--- src/rtl/alf_pkg.sv ---
package alf_pkg;
  localparam int ALF_XW   = 6;   // phase-error width
  localparam int ALF_GW   = 9;   // gain width
  localparam int ALF_YW   = 17;  // control word width
  localparam int ALF_LAG  = 4;   // recursion lag in updates
  localparam int ALF_FRAC = 6;   // fraction bits of the 0.8 approximation (51/64)

  typedef enum logic [1:0] {
    SAT_NONE = 2'd0,
    SAT_HIGH = 2'd1,
    SAT_LOW  = 2'd2
  } sat_e;
endpackage

--- src/rtl/alf_delay_line.sv ---
module alf_delay_line #(
  parameter int W     = 17,
  parameter int DEPTH = 4
) (
  input  logic         clk,
  input  logic         rst,
  input  logic         en,
  input  logic [W-1:0] d,
  output logic [W-1:0] newest,
  output logic [W-1:0] oldest
);
  logic [W-1:0] stage [DEPTH];

  always_ff @(posedge clk) begin
    if (rst) stage[0] <= '0;
    else if (en) stage[0] <= d;
  end

  for (genvar i = 1; i < DEPTH; i++) begin : g_stage
    always_ff @(posedge clk) begin
      if (rst) stage[i] <= '0;
      else if (en) stage[i] <= stage[i-1];
    end
  end

  assign newest = stage[0];
  assign oldest = stage[DEPTH-1];


  line_hold_chk: assert property (@(posedge clk) disable iff (rst)
    !en |=> $stable(newest) && $stable(oldest));
endmodule

--- src/rtl/alf_gain_ctrl.sv ---
module alf_gain_ctrl #(
  parameter int XW = 6,
  parameter int GW = 9
) (
  input  logic                 clk,
  input  logic                 rst,
  input  logic                 upd,
  input  logic signed [XW-1:0] err,
  input  logic [XW-1:0]        thresh,
  input  logic [GW-1:0]        g_floor,
  input  logic [GW-1:0]        g_ceil,
  output logic [GW-1:0]        gain,
  output logic                 over_thr
);
  localparam int MW = XW + 1;

  function automatic logic [MW-1:0] mag_of(input logic signed [XW-1:0] v);
    logic [MW-1:0] w;
    w = {v[XW-1], v};
    return w[MW-1] ? MW'(~w + 1'b1) : w;
  endfunction

  function automatic logic [GW-1:0] next_gain(input logic [GW-1:0] g, input logic up,
                                              input logic [GW-1:0] lo, input logic [GW-1:0] hi);
    logic [GW:0] c;
    if (up) c = {1'b0, g} + (GW+1)'(1);
    else if (g == '0) c = '0;
    else c = {1'b0, g} - (GW+1)'(1);
    if (c < {1'b0, lo}) c = {1'b0, lo};
    if (c > {1'b0, hi}) c = {1'b0, hi};
    return c[GW-1:0];
  endfunction

  logic [MW-1:0] err_mag;
  logic [GW-1:0] gain_cand;

  assign err_mag   = mag_of(err);
  assign over_thr  = err_mag > {1'b0, thresh};
  assign gain_cand = next_gain(gain, over_thr, g_floor, g_ceil);

  always_ff @(posedge clk) begin
    if (rst) gain <= g_ceil;
    else if (upd) gain <= gain_cand;
  end


  gain_reset_chk: assert property (@(posedge clk)
    rst |=> gain == $past(g_ceil));

  gain_ceil_chk: assert property (@(posedge clk) disable iff (rst)
    upd |=> gain <= $past(g_ceil));

  gain_hold_chk: assert property (@(posedge clk) disable iff (rst)
    !upd |=> $stable(gain));

  gain_rise_chk: assert property (@(posedge clk) disable iff (rst)
    upd && over_thr && ({1'b0, gain} + (GW+1)'(1) <= {1'b0, g_ceil}) && (gain >= g_floor)
    |=> gain == $past(gain) + GW'(1));
endmodule

--- src/rtl/alf_filter_core.sv ---
module alf_filter_core
  import alf_pkg::*;
#(
  parameter int XW = 6,
  parameter int GW = 9,
  parameter int YW = 17
) (
  input  logic signed [XW-1:0] x_now,
  input  logic signed [XW-1:0] x_lag,
  input  logic signed [YW-1:0] y_lag,
  input  logic [GW-1:0]        g,
  output logic signed [YW-1:0] y_next,
  output logic                 term_neg,
  output sat_e                 sat_state
);
  localparam int FRAC = ALF_FRAC;
  localparam int EW   = XW + FRAC + 2;
  localparam int PW   = EW + GW + 1;
  localparam int TW   = PW - FRAC;
  localparam int SW   = ((TW > YW) ? TW : YW) + 1;
  localparam logic signed [SW-1:0] YMAX = SW'((2 ** (YW - 1)) - 1);
  localparam logic signed [SW-1:0] YMIN = -SW'(2 ** (YW - 1));

  // 64*a - 51*b, with 51 = 64 - 16 + 2 + 1 (x - x/4 + x/32 + x/64 at 2^FRAC scale)
  function automatic logic signed [EW-1:0] weighted_diff(input logic signed [XW-1:0] a,
                                                         input logic signed [XW-1:0] b);
    logic signed [EW-1:0] ae, be;
    ae = EW'(a);
    be = EW'(b);
    return (ae <<< FRAC) - ((be <<< FRAC) - (be <<< (FRAC - 2)) + (be <<< (FRAC - 5)) + (be <<< (FRAC - 6)));
  endfunction

  function automatic logic signed [TW-1:0] scaled_term(input logic [GW-1:0] gv,
                                                      input logic signed [EW-1:0] e);
    logic signed [PW-1:0] p;
    logic signed [PW-1:0] s;
    p = PW'($signed({1'b0, gv})) * PW'(e);
    s = p >>> FRAC;
    return s[TW-1:0];
  endfunction

  logic signed [EW-1:0] diff;
  logic signed [TW-1:0] term;
  logic signed [SW-1:0] sum;

  assign diff     = weighted_diff(x_now, x_lag);
  assign term     = scaled_term(g, diff);
  assign sum      = SW'(y_lag) + SW'(term);
  assign term_neg = term[TW-1];

  always_comb begin
    if (sum > YMAX) begin
      sat_state = SAT_HIGH;
      y_next    = YMAX[YW-1:0];
    end else if (sum < YMIN) begin
      sat_state = SAT_LOW;
      y_next    = YMIN[YW-1:0];
    end else begin
      sat_state = SAT_NONE;
      y_next    = sum[YW-1:0];
    end
  end
endmodule

--- src/rtl/alf_loop_filter.sv ---
module alf_loop_filter
  import alf_pkg::*;
#(
  parameter int XW  = ALF_XW,
  parameter int GW  = ALF_GW,
  parameter int YW  = ALF_YW,
  parameter int LAG = ALF_LAG
) (
  input  logic          clk,
  input  logic          rst,
  input  logic          upd_stb,
  input  logic [XW-1:0] phase_err,
  input  logic [XW-1:0] err_thresh,
  input  logic [GW-1:0] gain_min,
  input  logic [GW-1:0] gain_max,
  output logic [YW-1:0] ctrl_word,
  output logic [GW-1:0] gain_now
);
  logic [XW-1:0] x_newest, x_lag;
  logic [YW-1:0] y_lag;
  logic signed [YW-1:0] y_next;
  logic          term_neg;
  logic          over_thr;
  sat_e          sat_state;

  alf_delay_line #(.W(XW), .DEPTH(LAG)) u_x_line (
    .clk(clk), .rst(rst), .en(upd_stb), .d(phase_err),
    .newest(x_newest), .oldest(x_lag)
  );

  alf_delay_line #(.W(YW), .DEPTH(LAG)) u_y_line (
    .clk(clk), .rst(rst), .en(upd_stb), .d(y_next),
    .newest(ctrl_word), .oldest(y_lag)
  );

  alf_gain_ctrl #(.XW(XW), .GW(GW)) u_gain (
    .clk(clk), .rst(rst), .upd(upd_stb), .err(phase_err), .thresh(err_thresh),
    .g_floor(gain_min), .g_ceil(gain_max), .gain(gain_now), .over_thr(over_thr)
  );

  alf_filter_core #(.XW(XW), .GW(GW), .YW(YW)) u_core (
    .x_now(phase_err), .x_lag(x_lag), .y_lag(y_lag), .g(gain_now),
    .y_next(y_next), .term_neg(term_neg), .sat_state(sat_state)
  );


  out_track_chk: assert property (@(posedge clk) disable iff (rst)
    upd_stb |=> ctrl_word == $past(y_next));

  no_wrap_up_chk: assert property (@(posedge clk) disable iff (rst)
    upd_stb && !term_neg |=> $signed(ctrl_word) >= $signed($past(y_lag)));

  no_wrap_down_chk: assert property (@(posedge clk) disable iff (rst)
    upd_stb && term_neg |=> $signed(ctrl_word) <= $signed($past(y_lag)));

  out_reset_chk: assert property (@(posedge clk)
    rst |=> ctrl_word == '0);
endmodule

--- config.mk ---
export PLATFORM = sky130hd
export DESIGN_NAME = alf_loop_filter
export DESIGN_NICKNAME = d
export VERILOG_FILES = /design/src/rtl/alf_pkg.sv /design/src/rtl/alf_delay_line.sv /design/src/rtl/alf_gain_ctrl.sv /design/src/rtl/alf_filter_core.sv /design/src/rtl/alf_loop_filter.sv
export SDC_FILE = /design/constraint.sdc
export NUM_CORES = 1
export LEC_CHECK = 0
export BUFFER_PORTS_ARGS = -buffer_cell sky130_fd_sc_hd__buf_2
export CAP_MARGIN = 15
export CORE_ASPECT_RATIO = 0.6
export CORE_MARGIN = 2
export CORE_UTILIZATION = 60
export CTS_BUF_LIST = sky130_fd_sc_hd__clkbuf_4 sky130_fd_sc_hd__clkbuf_8 sky130_fd_sc_hd__clkbuf_16
export CTS_CLUSTER_SIZE = 24
export DETAILED_ROUTE_END_ITERATION = 8
export GPL_ROUTABILITY_DRIVEN = 1
export PLACE_DENSITY_LB_ADDON = 0.08
export SLEW_MARGIN = 20
export SYNTH_ARGS = -nofsm -noshare
export SYNTH_HDL_FRONTEND = slang
export SYNTH_SLANG_ARGS = --single-unit
export TNS_END_PERCENT = 1
--- constraint.sdc ---
create_clock -name clk -period 15.2 [get_ports clk]
set_input_delay 0.76 -clock clk [delete_from_list [all_inputs] [get_ports clk]]
set_output_delay 0.76 -clock clk [all_outputs]
set_load 0.01 [all_outputs]
==> metrics, run 1 <==
Synth Area in Simple Gates=17.0%; cell repeated most along the worst path=fa_1; post-synthesis compound-gate area fraction=8.96%; post-synthesis cell type count=72; actual slew at the worst max-slew pin=1030 ps; Syn Inst Count=1191; DRT iter0 DRCs=635; final hold vios=0; DR DRC count=0; largest net degree at the start of global routing=72; Max Cap Viol=0; CP max stage delay=620 ps; Initial Util=61.4%; placed cell count=1478; Async SR Flop Fraction=0%; Synth Flop Type=edfxtp_1; worst-skew pair later-pin latency=370 ps; EDFF count, synth=101; fin cells=1494; hold_buf cts=0; Worst EP required=15280 ps; worst setup margin=4020 ps; root buffer cell=clkbuf_16; DP Worst Slack=4100 ps; first-pass GRT wire length=41100 um; synthesized area=11700 um2; Critical Path Source Type=flip-flop; port buffer count=58; vias per inst=5.45; CTS Buffer Depth=2; final WL=24400 um; Wirelength per Cell=16.3 um; H-tree levels=3; mux cell area share after synthesis=2.38%; count of final max-slew check failures=0; mean post-synth cell area=9.83 um2; Worst slew margin=30.8%; status=finished clean; post-DP HPWL=19500 um; WP buf/inv=5; n_diodes=0; Core Footprint=19100 um2; Setup CP Type=flip-flop to flip-flop; CTS resizes=0; die footprint=20700 um2; Max Freq=89.5 MHz; CTS Sinks=101; Ys Warns=0; number of post-CTS setup repair buffers=0; CTS tree=yes; GR Overflow Total=0; Setup violations, final=0; # IOs=59; xor and xnor fraction of the mapped netlist area=3.74%; drt first pass iters=5; Total GRT Usage=25.7%; WP data arrival=11250 ps; M1 WL=13000 um; unrepaired setup endpoints after global routing=no; Final period util=73.5%; Setup crit end kind=flip-flop; vias in the first global route=7990; synthesized-area fraction occupied by adder cells=33.6%; Die X=184 um; crit-path leading delay family=adder cells; Placer Congestion=0.903; largest family of logic cells by synthesized area=adder cells; Slowest-stage cell, CP=fa_1; crit-path max FO=15; detailed-route via count=8148; Die H=112 um; met3 WL=1590 um; final net count=1498; register area share after synthesis=25.9%; register bit total from synthesis=101; cell row count=39; post-synth net total=1466; share of post-route cells with drive strength above 1=11.0%; CTS Buf Count=9; Top Metal Used=met4; Fin Setup TNS=0 ps; Hold Crit Class=flip-flop to flip-flop; Clock Skews=14.8 ps; ANT nets after route=0; Clock transition at path regs=80 ps; Area growth, synth to finish=6.74%; met2 wire length=9630 um; Final min period=11180 ps; initial antenna violation count=0
[metrics by stage]
stage                     instance area, um2  hold WS, ps  utilization, %
final                                  12500          510            65.5
after global placement                 12200          499            63.8
after CTS                              12500          509            65.5
after detailed placement               12200          501            63.8
after global routing                   12500          539            65.5
after floorplan                        11700          497               -
[final timing paths]
kind | startpoint | end | slack [ps] | depth (start not counted)
max | u_x_line.stage[3][5] | u_y_line.stage[0][14] | 4020 | 36
min | u_y_line.stage[0][30] | u_y_line.stage[1][13] | 510 | 1
max reg2reg | u_x_line.stage[3][5] | u_y_line.stage[0][14] | 4020 | 36
min reg2reg | u_y_line.stage[0][30] | u_y_line.stage[1][13] | 510 | 1
[sequential cells by signal, summed over array words and instances (netlist names)]
name,cells
u_gain.gain,9
u_x_line.stage,24
u_y_line.stage,68
[logic make-up after synthesis]
| group | Yosys count |
|---|---|
| fa+ha+maj | 243 |
| mux | 25 |
| simple gates | 373 |
| xor+xnor | 50 |
| compound gates | 157 |
| flops | 101 |
| buf+inv | 242 |
[synth_stat cells, types with 4 or more instances]
master / number / area share [%]
inv_1: 195 / 6.3
and2_1: 134 / 7.2
ha_1: 122 / 13
fa_1: 120 / 21
edfxtp_1: 101 / 26
nand2_1: 92 / 2.9
nor2_1: 50 / 1.6
a21oi_1: 47 / 2.0
o21ai_0: 34 / 1.5
xnor2_1: 32 / 2.4
clkbuf_1: 24 / 0.77
mux2_2: 19 / 1.8
nand3_1: 19 / 0.81
nor3_1: 18 / 0.77
xor2_1: 18 / 1.3
buf_4: 17 / 1.1
nor2b_1: 11 / 0.59
a21o_1: 9 / 0.58
o21a_1: 9 / 0.58
or3_1: 9 / 0.48
o21bai_1: 8 / 0.51
o211ai_1: 7 / 0.45
a211oi_1: 6 / 0.38
buf_2: 5 / 0.21
mux2i_1: 5 / 0.43
a21boi_0: 4 / 0.26
nand2b_1: 4 / 0.21
nand4_1: 4 / 0.21
nor4_1: 4 / 0.21
o21ai_2: 4 / 0.30
o31ai_1: 4 / 0.26
[cell usage in the layout, fill, tap and decap left out, types with 19 or more instances in the layout]
| master | instances |
|---|---|
| a21oi_1 | 47 |
| and2_1 | 134 |
| buf_2 | 58 |
| edfxtp_1 | 101 |
| fa_1 | 120 |
| ha_1 | 122 |
| inv_1 | 195 |
| mux2_2 | 19 |
| nand2_1 | 92 |
| nand3_1 | 19 |
| nor2_1 | 50 |
| o21ai_0 | 34 |
| xnor2_1 | 32 |
[routing by layer]
| metal | up-vias | GRT usage [%] |
|---|---|---|
| li1 | 3960 | - |
| met2 | 237 | 35.1 |
| met1 | 3932 | 42.1 |
| met3 | 19 | 5.19 |
| met4 | 0 | 4.69 |
| met5 | - | 0 |
[area by class of cell]
cell class / count / area (um2)
multi-input combinational: 848 / 7700
fill: 1590 / 6580
sequential: 101 / 3030
inverter: 195 / 732
timing repair buffer: 68 / 365
tap: 266 / 333
clock buffer: 9 / 225
clock inverter: 7 / 104
Power of run 1 is left out: the tool's default activity adds up to more than one toggle a clock period on the data nets, which glitch-free logic cannot reach.
==> run 2, diff against run 1 <==
--- a/config.mk
+++ b/config.mk
@@ -5,6 +5,7 @@
 export SDC_FILE = /design/constraint.sdc
 export NUM_CORES = 1
 export LEC_CHECK = 0
+export ABC_AREA = 1
 export BUFFER_PORTS_ARGS = -buffer_cell sky130_fd_sc_hd__buf_2
 export CAP_MARGIN = 15
 export CORE_ASPECT_RATIO = 0.6
==> constraint.sdc (replaced) <==
create_clock -name clk -period 10.78 [get_ports clk]
set_input_delay 0.539 -clock clk [delete_from_list [all_inputs] [get_ports clk]]
set_output_delay 0.539 -clock clk [all_outputs]
set_load 0.01 [all_outputs]
==> run 2 against run 1 <==
Area after synthesis rose by 5.8%; cell count rose by 22%; count of clock-buffer cells in the layout did not move; via count rose by 19%; core utilization fell by 0.54 points; maximum frequency rose by 10%; critical path depth rose by 1.
==> metrics, run 2 <==
actual slew at the worst max-slew pin=869 ps; status=finished clean; Area growth, synth to finish=5.57%; CP max stage delay=600 ps; worst setup margin=645 ps; Fin Setup TNS=0 ps; Most flops, register=u_y_line.stage; post-DP HPWL=24200 um; top-area cell type share of the netlist area=24.5%; number of post-CTS setup repair buffers=0; crit-path max FO=15; Die X=189 um; Critical Path Source Type=flip-flop; final net count=1818; n_diodes=0; post-synth net total=1793; root buffer cell=clkbuf_16; Max Cap Viol=0; Synth Flop Type=edfxtp_1; Synth top cells by count=inv_1, nand2_1, nor2_1, ha_1, fa_1; GR Overflow Total=0; Async SR Flop Fraction=0%; Final period util=94.0%; first-pass GRT wire length=47900 um; vias in the first global route=8926; Initial Util=61.5%; DP Worst Slack=827 ps; FF-to-FF Start=u_x_line.stage[3][5]; DRT iter0 DRCs=1021; register area share after synthesis=24.5%; unrepaired setup endpoints after global routing=no; CTS tree=yes; count of final max-slew check failures=0; hold_buf cts=0; Area contributors post-synth=edfxtp_1, fa_1, ha_1, inv_1, nand2_1; Ys Warns=0; R2R Setup Slk=640 ps; Syn Inst Count=1518; top flop regs=u_y_line.stage x68, u_x_line.stage x24, u_gain.gain x9; WP data arrival=10340 ps; H-tree levels=3; Placer Congestion=0.955; CTS Buffer Depth=2; vias per inst=5.32; Setup CP Type=flip-flop to flip-flop; Total GRT Usage=28.5%; final WL=29200 um; Max Freq=98.7 MHz; Setup crit end kind=flip-flop; CTS Buf Count=9; Hold Path End=u_gain.gain[5]; CTS resizes=0; detailed-route via count=9680; Hold Path Depth=3; CTS Sinks=101; most common cell after layout, fill and taps aside=inv_1; HP Start=gain_max[5]; post-synth top area cell=edfxtp_1; R2R cell count=37; synthesized area=12400 um2; Hold Crit Class=primary input to flip-flop; Slowest-stage cell, CP=edfxtp_1; Setup violations, final=0; Die H=115 um; final hold vios=0; Clock Skews=14.4 ps; Worst EP required=10990 ps; cell with the most instances after synthesis=inv_1; Worst slew margin=42.1%; Final min period=10140 ps; cell repeated most along the worst path=fa_1; cell row count=40; largest net degree at the start of global routing=62; Clock transition at path regs=80 ps; share of post-route cells with drive strength above 1=7.75%; Wirelength per Cell=16.0 um; die footprint=21800 um2; R2R Path End=u_y_line.stage[0][1]; mean post-synth cell area=8.16 um2; DR DRC count=0; ANT nets after route=0; EDFF count, synth=101; max reg flops=68; drt first pass iters=6; # IOs=59; register bit total from synthesis=101; worst-skew pair later-pin latency=380 ps; port buffer count=58; initial antenna violation count=0; commonest non-fill, non-tap cells in the layout=inv_1, nand2_1, nor2_1, ha_1, fa_1; post-synthesis cell type count=50; Core Footprint=20100 um2
==> run 2: kinds of logic after synthesis <==
family,after synthesis,synth area share (%)
fa+ha+maj,242,31.7
compound gates,127,6.03
simple gates,587,20.2
flops,101,24.5
xor+xnor,57,4.28
buf+inv,404,13.3
==> run 2: layer usage <==
layer | up-vias | track usage (%) | wire [um]
li1 | 4721 | - | -
met1 | 4527 | 48.3 | 15000
met2 | 414 | 36.1 | 10800
met3 | 18 | 7.05 | 3160
met4 | 0 | 4.39 | 216
met5 | - | 0 | 0
==> run 2: layout make-up <==
cell class / count / area (um2)
sequential: 101 / 3030
fill: 1798 / 7050
multi-input combinational: 1013 / 7710
inverter: 356 / 1340
clock inverter: 7 / 100
clock buffer: 9 / 225
tap: 273 / 342
timing repair buffer: 62 / 320
==> run 2: critical path: cells and delay by family, from the launching register on <==
family | cells | cell delay [ps]
fa+ha+maj | 11 | 4720
simple gates | 9 | 1700
compound gates | 9 | 1520
xor+xnor | 2 | 780
buf+inv | 6 | 660
flops | 1 | 600
==> run 2: through the flow <==
step                cells  instance area, um2  hold WS (ps)  utilization, %
floorplan            1518               12400           519               -
global placement     1805               12700           521            63.3
detailed placement   1805               12700           532            63.3
CTS                  1821               13100           441            65.0
global route         1821               13100           460            65.0
finish               1821               13100           451            65.0
==> run 2: worst max path at each step <==
stage                               from                    end  slack, ps
finish              u_x_line.stage[3][5]   u_y_line.stage[0][1]        640
global route        u_x_line.stage[3][5]  u_y_line.stage[0][11]         50
CTS                 u_x_line.stage[3][5]   u_y_line.stage[0][1]        780
detailed placement  u_x_line.stage[3][5]   u_y_line.stage[0][1]        830
global placement    u_x_line.stage[3][5]  u_y_line.stage[0][11]        990
floorplan           u_x_line.stage[3][5]   u_y_line.stage[0][5]       2120
Power of run 2 is left out for the same reason.
